===== config.mk =====
export PLATFORM = sky130hd
export DESIGN_NAME = branch_decide_unit
export DESIGN_NICKNAME = d
export VERILOG_FILES = /design/src/rtl/branch_pkg.sv /design/src/rtl/cond_eval.sv /design/src/rtl/loop_counter.sv /design/src/rtl/branch_decide_unit.sv
export SDC_FILE = /design/constraint.sdc
export NUM_CORES = 1
export LEC_CHECK = 0
export BUFFER_PORTS_ARGS = -buffer_cell sky130_fd_sc_hd__buf_2
export CELL_PAD_IN_SITES_DETAIL_PLACEMENT = 1
export CELL_PAD_IN_SITES_GLOBAL_PLACEMENT = 1
export CORE_UTILIZATION = 36
export CTS_CLUSTER_SIZE = 10
export DETAILED_ROUTE_END_ITERATION = 7
export PLACE_DENSITY_LB_ADDON = 0.1
export SLEW_MARGIN = 0
export SYNTH_ARGS = -nofsm -noshare
export SYNTH_HDL_FRONTEND = slang
export SYNTH_SLANG_ARGS = --single-unit

===== constraint.sdc =====
create_clock -name clk -period 4.5 [get_ports clk]
set_input_delay 0.45 -clock clk [delete_from_list [all_inputs] [get_ports clk]]
set_output_delay 0.45 -clock clk [all_outputs]
set_load 0.03 [all_outputs]

===== src/rtl/branch_pkg.sv =====
package branch_pkg;

    typedef enum logic [1:0] {
        KIND_BCOND   = 2'd0,
        KIND_BALWAYS = 2'd1,
        KIND_LOOP    = 2'd2,
        KIND_SETB    = 2'd3
    } br_kind_e;

    typedef struct packed {
        logic n;
        logic z;
        logic v;
        logic c;
    } flags_t;

    localparam int CYC_W = 5;
    localparam logic [CYC_W-1:0] CYC_TAKEN      = 5'd10;
    localparam logic [CYC_W-1:0] CYC_SKIP_SHORT = 5'd8;
    localparam logic [CYC_W-1:0] CYC_SKIP_LONG  = 5'd12;
    localparam logic [CYC_W-1:0] CYC_LOOP_HIT   = 5'd12;
    localparam logic [CYC_W-1:0] CYC_LOOP_WRAP  = 5'd14;
    localparam logic [CYC_W-1:0] CYC_SET_TRUE   = 5'd6;
    localparam logic [CYC_W-1:0] CYC_SET_FALSE  = 5'd4;

    // Truth of one condition code for a given flag set.
    function automatic logic cond_holds(input logic [3:0] code, input flags_t f);
        logic signed_ok;
        signed_ok = (f.n == f.v);
        case (code)
            4'd0:  return 1'b1;
            4'd1:  return 1'b0;
            4'd2:  return !f.c && !f.z;
            4'd3:  return f.c || f.z;
            4'd4:  return !f.c;
            4'd5:  return f.c;
            4'd6:  return !f.z;
            4'd7:  return f.z;
            4'd8:  return !f.v;
            4'd9:  return f.v;
            4'd10: return !f.n;
            4'd11: return f.n;
            4'd12: return signed_ok;
            4'd13: return !signed_ok;
            4'd14: return signed_ok && !f.z;
            default: return f.z || !signed_ok;
        endcase
    endfunction

endpackage


===== src/rtl/cond_eval.sv =====
module cond_eval
    import branch_pkg::*;
(
    input  logic [3:0] code,
    input  flags_t     flags,
    output logic       hit
);
    localparam int NUM_CODES = 16;

    logic [NUM_CODES-1:0] hold_vec;

    // One evaluator per code; the field then picks the lane.
    for (genvar i = 0; i < NUM_CODES; i++) begin : g_code
        assign hold_vec[i] = cond_holds(4'(i), flags);
    end

    assign hit = hold_vec[code];
endmodule


===== src/rtl/loop_counter.sv =====
module loop_counter #(
    parameter int REG_W = 32,
    parameter int CNT_W = 16
) (
    input  logic [REG_W-1:0] cnt_in,
    output logic [REG_W-1:0] cnt_dec,
    output logic             wrapped
);
    localparam int HI_W = REG_W - CNT_W;

    logic [CNT_W-1:0] low_next;

    assign low_next = cnt_in[CNT_W-1:0] - 1'b1;
    assign wrapped  = (cnt_in[CNT_W-1:0] == '0);

    if (HI_W > 0) begin : g_upper
        assign cnt_dec = {cnt_in[REG_W-1:CNT_W], low_next};
    end else begin : g_flat
        assign cnt_dec = low_next;
    end
endmodule


===== src/rtl/branch_decide_unit.sv =====
module branch_decide_unit
    import branch_pkg::*;
#(
    parameter int ADDR_W = 32,
    parameter int REG_W  = 32,
    parameter int CNT_W  = 16
) (
    input  logic              clk,
    input  logic              rst,
    input  logic              req_valid,
    input  logic [1:0]        req_kind,
    input  logic [11:0]       opcode_lo,
    input  logic              flag_n,
    input  logic              flag_z,
    input  logic              flag_v,
    input  logic              flag_c,
    input  logic [ADDR_W-1:0] cur_pc,
    input  logic [15:0]       ext_word,
    input  logic [REG_W-1:0]  cnt_in,
    output logic              done,
    output logic [ADDR_W-1:0] next_pc,
    output logic [REG_W-1:0]  cnt_out,
    output logic              cnt_we,
    output logic [2:0]        cnt_sel,
    output logic [7:0]        set_byte,
    output logic [CYC_W-1:0]  cycles
);
    localparam int SHORT_W = 8;
    localparam int LONG_W  = 16;

    br_kind_e          kind;
    flags_t            flags;
    logic              hit;
    logic              short_form;
    logic [ADDR_W-1:0] short_off;
    logic [ADDR_W-1:0] long_off;
    logic [ADDR_W-1:0] pc_skip;
    logic [ADDR_W-1:0] pc_target;
    logic [REG_W-1:0]  cnt_dec;
    logic              wrapped;

    logic [ADDR_W-1:0] nx_pc;
    logic [REG_W-1:0]  nx_cnt;
    logic              nx_we;
    logic [7:0]        nx_byte;
    logic [CYC_W-1:0]  nx_cyc;

    assign kind  = br_kind_e'(req_kind);
    assign flags = '{n: flag_n, z: flag_z, v: flag_v, c: flag_c};

    cond_eval u_cond (
        .code  (opcode_lo[11:8]),
        .flags (flags),
        .hit   (hit)
    );

    loop_counter #(.REG_W(REG_W), .CNT_W(CNT_W)) u_loop (
        .cnt_in  (cnt_in),
        .cnt_dec (cnt_dec),
        .wrapped (wrapped)
    );

    assign short_form = (opcode_lo[SHORT_W-1:0] != '0);
    assign short_off  = {{(ADDR_W-SHORT_W){opcode_lo[SHORT_W-1]}}, opcode_lo[SHORT_W-1:0]};
    assign long_off   = {{(ADDR_W-LONG_W){ext_word[LONG_W-1]}}, ext_word};
    assign pc_skip    = cur_pc + ADDR_W'(2);
    assign pc_target  = cur_pc + (short_form ? short_off : long_off);

    always_comb begin
        nx_pc   = cur_pc;
        nx_cnt  = cnt_in;
        nx_we   = 1'b0;
        nx_byte = 8'h00;
        nx_cyc  = CYC_TAKEN;
        case (kind)
            KIND_BCOND: begin
                if (hit) begin
                    nx_pc  = pc_target;
                    nx_cyc = CYC_TAKEN;
                end else if (short_form) begin
                    nx_pc  = cur_pc;
                    nx_cyc = CYC_SKIP_SHORT;
                end else begin
                    nx_pc  = pc_skip;
                    nx_cyc = CYC_SKIP_LONG;
                end
            end
            KIND_BALWAYS: begin
                nx_pc  = pc_target;
                nx_cyc = CYC_TAKEN;
            end
            KIND_LOOP: begin
                if (hit) begin
                    nx_pc  = pc_skip;
                    nx_cyc = CYC_LOOP_HIT;
                end else begin
                    nx_we  = 1'b1;
                    nx_cnt = cnt_dec;
                    if (wrapped) begin
                        nx_pc  = pc_skip;
                        nx_cyc = CYC_LOOP_WRAP;
                    end else begin
                        nx_pc  = cur_pc + long_off;
                        nx_cyc = CYC_TAKEN;
                    end
                end
            end
            KIND_SETB: begin
                nx_pc   = cur_pc;
                nx_byte = hit ? 8'hFF : 8'h00;
                nx_cyc  = hit ? CYC_SET_TRUE : CYC_SET_FALSE;
            end
        endcase
    end

    always_ff @(posedge clk) begin
        if (rst) begin
            done     <= 1'b0;
            cnt_we   <= 1'b0;
            next_pc  <= '0;
            cnt_out  <= '0;
            cnt_sel  <= '0;
            set_byte <= '0;
            cycles   <= '0;
        end else if (req_valid) begin
            done     <= 1'b1;
            cnt_we   <= nx_we;
            next_pc  <= nx_pc;
            cnt_out  <= nx_cnt;
            cnt_sel  <= opcode_lo[2:0];
            set_byte <= nx_byte;
            cycles   <= nx_cyc;
        end else begin
            done   <= 1'b0;
            cnt_we <= 1'b0;
        end
    end
endmodule


Word level (Yosys, flattened, before mapping). Index checks and enable logic that the tools add are counted.

Register bits: 82. Bits of input ports: 101. Output and inout bits: 82. Word-level logic and storage cells: 51.

$add $sub $neg: 4. $lt $le $gt $ge: 1. Equal/unequal tests: 4. Mux-type cells: 20. Bitwise operators: 2. Reduce and logical (&&, ||, !) cells: 13.

Operators by type and width (count): 2-to-1 mux 32 bit (5); one-hot mux 32 bit (4 select lines) (1); adder 32 bit (2); adder 32 x 2 -> 32 bit (second input constant) (1); 2-to-1 mux 16 bit (2); one-hot mux 5 bit (4 select lines) (1); logical NOT 16 bit (1); 2-to-1 mux 8 bit (2); subtractor 16 x 1 -> 16 bit (second input constant) (1); 2-to-1 mux 3 bit (4); nonzero test 8 bit (1); logical NOT 1 bit (5); < comparator 4 x 5 -> 1 bit (second input constant) (1); binary-select mux 1 bit (select 4 bit) (1); equality test 2 bit (second input constant) (2); 2-to-1 mux 1 bit (3); OR reduction 3 bit (1); equality test 2 x 1 -> 1 bit (second input constant) (1); logical AND 1 bit (2); logical NOT 2 bit (1); logical OR 1 bit (2); 2-to-1 mux 2 bit (1); NOT 1 bit (2); equality test 1 bit (1).

Logic depth before layout (Yosys ltp). Gate-level depths: netlist of the first run.

Depth after elaboration: 7. Mapped depth: 20.

Cells and area by module. From an unflattened synthesis of the first run, not the netlist that was laid out.

Cells, all modules: 1305. Area, all modules: 9203.8 um2.

Modules (own cells, without submodules): branch_decide_unit (times used 1, cells an instance 1241, area each 8729.6 um2, sequential area each 1461.4 um2); loop_counter (times used 1, cells an instance 54, area each 395.4 um2, sequential area each 0.0 um2); cond_eval (times used 1, cells an instance 10, area each 78.8 um2, sequential area each 0.0 um2).

Worst setup path before layout of the first run. OpenSTA, ideal clock, no wires.

Path kind: input-to-reg. Start: input opcode_lo[7]. End: register next_pc[31]. Data arrival time: 4.229 ns. Data required time: 4.373 ns. Setup slack: 0.144 ns. Stages on the path: 18. Cells stage by stage: clkbuf_1 nor4_1 nand2_1 nor3_1 clkbuf_1 buf_1 a21o_1 ha_1 a211oi_1 o21ai_0 or3b_2 a21oi_1 o211ai_1 a2111o_1 o211ai_1 nor3_1 a211oi_1 o32ai_1.

Word-level cells in the longest chain between the ends: 5. Elaborated cells between the ends (all ways): 6. Classes of those cells: 1 x add/sub; 4 x mux; 1 x reduce/logical.

RTL lines: start: declaration (line branch_decide_unit.sv:12) `input logic [11:0] opcode_lo,`; nonzero test 8 bit (line branch_decide_unit.sv:63) `assign short_form = (opcode_lo[SHORT_W-1:0] != '0);`; 2-to-1 mux 32 bit (line branch_decide_unit.sv:67) `assign pc_target = cur_pc + (short_form ? short_off : long_off);`; adder 32 bit (line branch_decide_unit.sv:67); 2-to-1 mux 32 bit (line branch_decide_unit.sv:77) `if (hit) begin`; one-hot mux 32 bit (4 select lines) * (line branch_decide_unit.sv:75) `case (kind)`; end signal: assignment (line branch_decide_unit.sv:128) `next_pc <= nx_pc;`; end: declaration (line branch_decide_unit.sv:21) `output logic [ADDR_W-1:0] next_pc,`.

Mark *: on every way between the ends. The rest lies on a longest branch, timed or not. A chain may end at the register's enable or synchronous reset.

Worst setup path in the final report of the first run. Same ends and word-level chain as after synthesis.

==> results of run 1 <==
[critical path, delay by kind of cell]
family                   cells  cell delay [ns]
adder cells (fa/ha/maj)      1             0.21
AO/OA/AOI/OAI                8             1.59
AND/OR/NAND/NOR              6             1.56
buffers and inverters        3             0.62
[registers in the layout, summed over array words and instances, names as in the netlist]
register and flops:
cycles 3, next_pc 32, cnt_sel 3, cnt_we 1
set_byte 1, cnt_out 32, done 1
[synth_stat cells (27+ instances only)]
master | n | area, um^2
a21oi_1 | 130 | 651
clkbuf_1 | 54 | 203
nor3_1 | 32 | 160
xnor2_1 | 52 | 455
o21ai_0 | 78 | 390
nand2_1 | 101 | 379
xor2_1 | 29 | 254
dfxtp_1 | 73 | 1460
nand3_1 | 35 | 175
ha_1 | 66 | 826
a21o_1 | 38 | 285
nor2_1 | 121 | 454
inv_1 | 27 | 101
[layout by cell type, fill, tap and decap left out, types with 12 or more instances in the layout]
| cell type | instances |
|---|---|
| a211oi_1 | 26 |
| a21o_1 | 38 |
| a21oi_1 | 130 |
| a31oi_1 | 15 |
| and3_1 | 15 |
| buf_2 | 179 |
| buf_4 | 26 |
| dfxtp_1 | 73 |
| ha_1 | 66 |
| inv_1 | 27 |
| mux2i_1 | 25 |
| nand2_1 | 101 |
| nand2b_1 | 13 |
| nand3_1 | 35 |
| nand4_1 | 19 |
| nor2_1 | 120 |
| nor3_1 | 31 |
| o211ai_1 | 17 |
| o21a_1 | 13 |
| o21ai_0 | 78 |
| o221ai_1 | 12 |
| or3_1 | 14 |
| xnor2_1 | 52 |
| xor2_1 | 29 |
[layer usage]
| metal | track usage [%] | share of wire [%] | vias up |
|---|---|---|---|
| met5 | 0 | 0 | - |
| met4 | 7.70 | 2.1 | 0 |
| met3 | 2.92 | 3.8 | 36 |
| met2 | 46.6 | 47 | 229 |
| li1 | - | - | 4685 |
| met1 | 36.9 | 47 | 4736 |
[final timing paths]
kind                            slack (ns)  cells past startpoint                     start                  endpoint
worst min register to register        0.47                      2  next_pc[17]$_SDFFE_PP0P_  next_pc[17]$_SDFFE_PP0P_
worst max-delay path                  0.29                     18              opcode_lo[7]  next_pc[31]$_SDFFE_PP0P_
worst max register to register        3.35                      4  next_pc[30]$_SDFFE_PP0P_  next_pc[30]$_SDFFE_PP0P_
worst min-delay path                  0.34                      3                cnt_in[29]  cnt_out[29]$_SDFFE_PP0P_
[cell families (layout without fill, tap and decap cells)]
logic type / Yosys count / after routing / share of synthesized area [%]
adder cells (fa/ha/maj): 68 / 68 / 10.2
flip-flops: 73 / 73 / 17.2
AND/OR/NAND/NOR: 402 / 402 / 23.0
buffers and inverters: 103 / 250 / 5.15
AO/OA/AOI/OAI: 427 / 427 / 32.7
multiplexers: 26 / 26 / 3.08
other: 1 / 2 / 0.0442
XOR/XNOR: 82 / 82 / 8.56
[where the power goes]
part	internal (W)	total, W	switching [W]
clock	0.000435	0.000774	0.000338
combinational	0.000443	0.00123	0.000783
sequential	0.000700	0.000729	0.0000293
[metrics by stage]
stage	std cells	total power, W
after floorplan	1183	0.00156
after global placement	1627	0.00194
after detailed placement	1627	0.00196
after CTS	1643	0.00274
after global routing	1643	0.00288
final	1643	0.00273
[cell type report]
class	instances	share of cell area, %
clock buffers	9	2.26
clock inverters	7	0.778
inverters	28	1.05
multi-input cells	1007	66.2
flip-flops and latches	73	14.7
well taps	313	3.93
repair buffers	206	11.1
==> impl_metrics.yaml, run 1 <==
die:
  start_util_pct: 37.1
  rows: 55
  core_area_um2: 22800
  die_x_um: 155
  die_area_um2: 24200
  fp.dieH_um: 155
  boundaryPins: 183
layout:
  utilization_pct: 43.6
  layout-drive-gt1-share_pct: 18.5
  syn2layout_area_growth_pct: 17.6
  regArea_um2: 1460
  stdcell_area_um2: 9970
  multi_input_area_um2: 6600
  fillers: 3016
  diodes: 0
  fin_nets: 1494
clock_network:
  clock_latency_ns: 0.34
  ctsHoldBuffers: 0
  cts.path.max_buffers: 2
  post-cts-setup-buffer-count: 0
  clk_pin_slew_ns: 0.07
  tritoncts: "done"
  cts_resized: 0
  htree_levels: 3
  cts_sinks: 73
  cts_root_buffer: "clkbuf_16"
  numCtsBuffers: 9
sta:
  fmax_mhz: 238
  fin_ws_ns: 0.290
  fin_crit_sh_pct: 93.6
  worst_pin_slew_ns: 0.984
  finalCriticalPeriod_ns: 4.21
  finalHoldViolCount: 0
  slew_viol_final: 0
  hold_ws_ns: 0.342
  slew-limit-headroom_pct: 34.3
  finalSetupViolCount: 0
  rsz0062_at_grt: "false"
  clock_skew_ns: 0
  finalSetupTns_ns: 0
placement:
  place_area_um2: 9670
  dp_hpwl_um: 25600
  post-place-ws_ns: 0.0158
  port_buffers: 180
  finalWeightedCongestion: 0.917
worst_setup_path:
  crit_type: "in -> reg"
  required_ns: 4.73
  crit_slowest_cell: "or3b_2"
  critical_path.max_fanout: 14
  cp-start-kind: "input port"
  critPathArrivalTime_ns: 4.44
  worst_setup_path_end_kind: "flip-flop"
  cp_cell_sequence: "buf_2 > nor4_1 > nand2_1 > nor3_2 > buf_4 > a21o_1 > ha_1 > nor2_1 > o21ai_0 > or3b_2 > a21oi_1 > buf_4 > o211ai_1 > a2111o_1 > o211ai_1 > nor3_1 > a211oi_1 > o32ai_1"
  max_stage_delay_ns: 0.49
pwr:
  p_per_area_nw_per_um2: 274
  cellLeakagePower_nw: 4.35
  peakVddDrop_mv: 0.178
detailed_routing:
  ant_nets: 0
  drt_iter0_markers: 523
  dr.pass1.iters: 5
  drc_errors: 0
  routed_wl_um: 33500
  vias: 9686
  routed_via_density: 5.90
  wire_per_inst_um: 20.4
synth:
  syn_avg_cell_area_um2: 7.17
  async_flop_share_pct: 0
  ys_seq_area_share_pct: 17.2
  synthCells: 1182
  ys_warn_count: 0
  synth_edf_count: 0
  synth_seq_cells: 73
  ys_types: 84
  ys_dominant_reg_cell: "dfxtp_1"
  synthesis.area_um2: 8480
run:
  maxCapViolCount: 0
min_path:
  hp-class: "in -> reg"
global_routing:
  grt_pass1_vias: 9533
  grt_use_total_pct: 27.5
  antenna_found_initial: 1
  grt_pass1_wl_um: 52500
  grt_overflow: 0
  grt_max_degree: 83
run_status:
  status: "complete, no violations"
Note: power is estimated with default switching activity, not from simulation.
==> run 2: changes to the inputs <==
Settings changed: BUFFER_PORTS_ARGS -buffer_cell sky130_fd_sc_hd__buf_2 to unset, CORE_UTILIZATION 36 to 40, DONT_BUFFER_PORTS set to 1.
==> run 2 against run 1 <==
Routed wire length is 4.1% lower. Critical endpoint is now next_pc[27]$_SDFFE_PP0P_. Largest power group unchanged. Worst hold slack worse by 0.18 ns. Final area is 9.9% lower. Via count is 7.6% lower. First-iteration DRC count is 1.5% higher.
==> impl_metrics.yaml, run 2 (same netlist as run 1, synthesis figures left out) <==
clock_network:
  tritoncts: "done"
  post-cts-setup-buffer-count: 0
  cts_sinks: 73
  cts.path.max_buffers: 2
  clock_latency_ns: 0.34
  cts_resized: 0
  clk_pin_slew_ns: 0.07
  htree_levels: 3
  numCtsBuffers: 9
  cts_root_buffer: "clkbuf_16"
  ctsHoldBuffers: 0
die:
  start_util_pct: 41.4
  core_area_um2: 20500
  rows: 52
  die_x_um: 148
  die_area_um2: 21800
  boundaryPins: 183
  fp.dieH_um: 148
layout:
  mostFrequentLayoutCell: "a21oi_1"
  final_cell_mix: "a21oi_1 (130), nor2_1 (118), nand2_1 (101), o21ai_0 (78), dfxtp_1 (72)"
  syn2layout_area_growth_pct: 5.98
  fin_cells: 1410
  top_regs: "cnt_out x32, next_pc x32"
  diodes: 0
  fin_nets: 1304
  layout-drive-gt1-share_pct: 5.18
  fillers: 2606
worst_setup_path:
  critical_path.max_fanout: 4
  required_ns: 4.77
  crit_type: "in -> reg"
  cp-start-kind: "input port"
  critPathMostFrequentCell: "o21ai_0"
  max_stage_delay_ns: 0.49
  critPathArrivalTime_ns: 4.27
  worst_setup_path_end_kind: "flip-flop"
  crit_start: "opcode_lo[4]"
  cp_cell_sequence: "nor4_1 > nand2_1 > nor3_2 > a21o_1 > ha_1 > o21ai_0 > o21ai_0 > or3b_2 > a21oi_1 > o21ai_0 > o21ai_0 > a31o_2 > xnor2_1 > a221o_1 > a2bb2oi_1"
  crit_slowest_cell: "or3b_2"
  reg2reg_from: "next_pc[30]$_SDFFE_PP0P_"
  critical_path.top_delay_family: "compound AO/OA/AOI/OAI gates"
  crit_buf_inv: 0
detailed_routing:
  routed_wl_um: 32100
  dr.pass1.iters: 7
  drt-met1-wl_um: 14200
  top_layer: "met4"
  wl_met3_um: 1730
  routed_via_density: 6.35
  dr_wl_met2_um: 15100
  drc_errors: 0
  vias: 8948
  ant_nets: 0
  wire_per_inst_um: 22.8
  drt_iter0_markers: 531
sta:
  worst_pin_slew_ns: 1.12
  rsz0062_at_grt: "false"
  fmax_mhz: 250
  slew-limit-headroom_pct: 25.5
  finalHoldViolCount: 0
  slew_viol_final: 0
  fin_crit_sh_pct: 88.8
  finalSetupViolCount: 0
  finalCriticalPeriod_ns: 4.00
  clock_skew_ns: 0
  finalSetupTns_ns: 0
run:
  maxCapViolCount: 0
min_path:
  hp-class: "in -> reg"
  min-delay-start: "rst"
global_routing:
  grt_pass1_wl_um: 49800
  grt_use_total_pct: 29.2
  antenna_found_initial: 0
  grt_max_degree: 84
  grt_overflow: 0
  grt_pass1_vias: 8864
placement:
  dp.cells: 1394
  finalWeightedCongestion: 0.945
  port_buffers: 0
  dp_hpwl_um: 24100
pwr:
  peakVddDrop_mv: 0.169
  p_per_area_nw_per_um2: 287
  cellLeakagePower_nw: 3.52
run_status:
  status: "complete, no violations"
==> run 2: changes by cell type in the layout (fill, tap and decap cells not counted), sizes merged <==
cell,delta
bufinv,+1
clkinvlp,-1
buf,-190
==> run 2: through the flow <==
step           power [W]  area, um^2  util [%]  setup WS, ns  hold slack (ns)
2_1_floorplan    0.00156        8480         -         0.144            0.594
3_3_place_gp     0.00175        8660      42.2         0.330            0.454
3_5_place_dp     0.00176        8660      42.2         0.248            0.453
4_1_cts          0.00259        8980      43.8         0.554            0.159
5_1_grt          0.00271        8980      43.8         0.180            0.164
6_report         0.00258        8980      43.8         0.502            0.164
==> run 2: report_power, final <==
group	leakage [nW]	internal (W)	switching, W
Clock	0.162	0.000493	0.000330
Combinational	2.76	0.000370	0.000540
Sequential	0.605	0.000700	0.000148
Total	3.52	0.00156	0.00102
==> run 2: path summary, 6_finish.rpt <==
path         cells after the start  slack (ns)                       end
min                              1        0.16  next_pc[23]$_SDFFE_PP0P_
max                             15        0.50  next_pc[27]$_SDFFE_PP0P_
min reg2reg                      2        0.46  set_byte[6]$_SDFFE_PP0P_
max reg2reg                      4        3.12  next_pc[30]$_SDFFE_PP0P_
==> run 2: layer usage <==
metal	vias to the layer above	GRT usage, %
met5	-	0
met2	236	47.6
met1	4349	38.2
met4	0	12.0
li1	4306	-
met3	57	4.51
==> run 2: layout make-up <==
type | count | area (um^2) | area share [%]
well taps | 270 | 338 | 3.76
clock buffers | 9 | 225 | 2.51
multi-input cells | 1007 | 6610 | 73.5
flip-flops and latches | 73 | 1460 | 16.3
clock inverters | 7 | 103 | 1.14
inverters | 28 | 105 | 1.17
repair buffers | 16 | 145 | 1.62
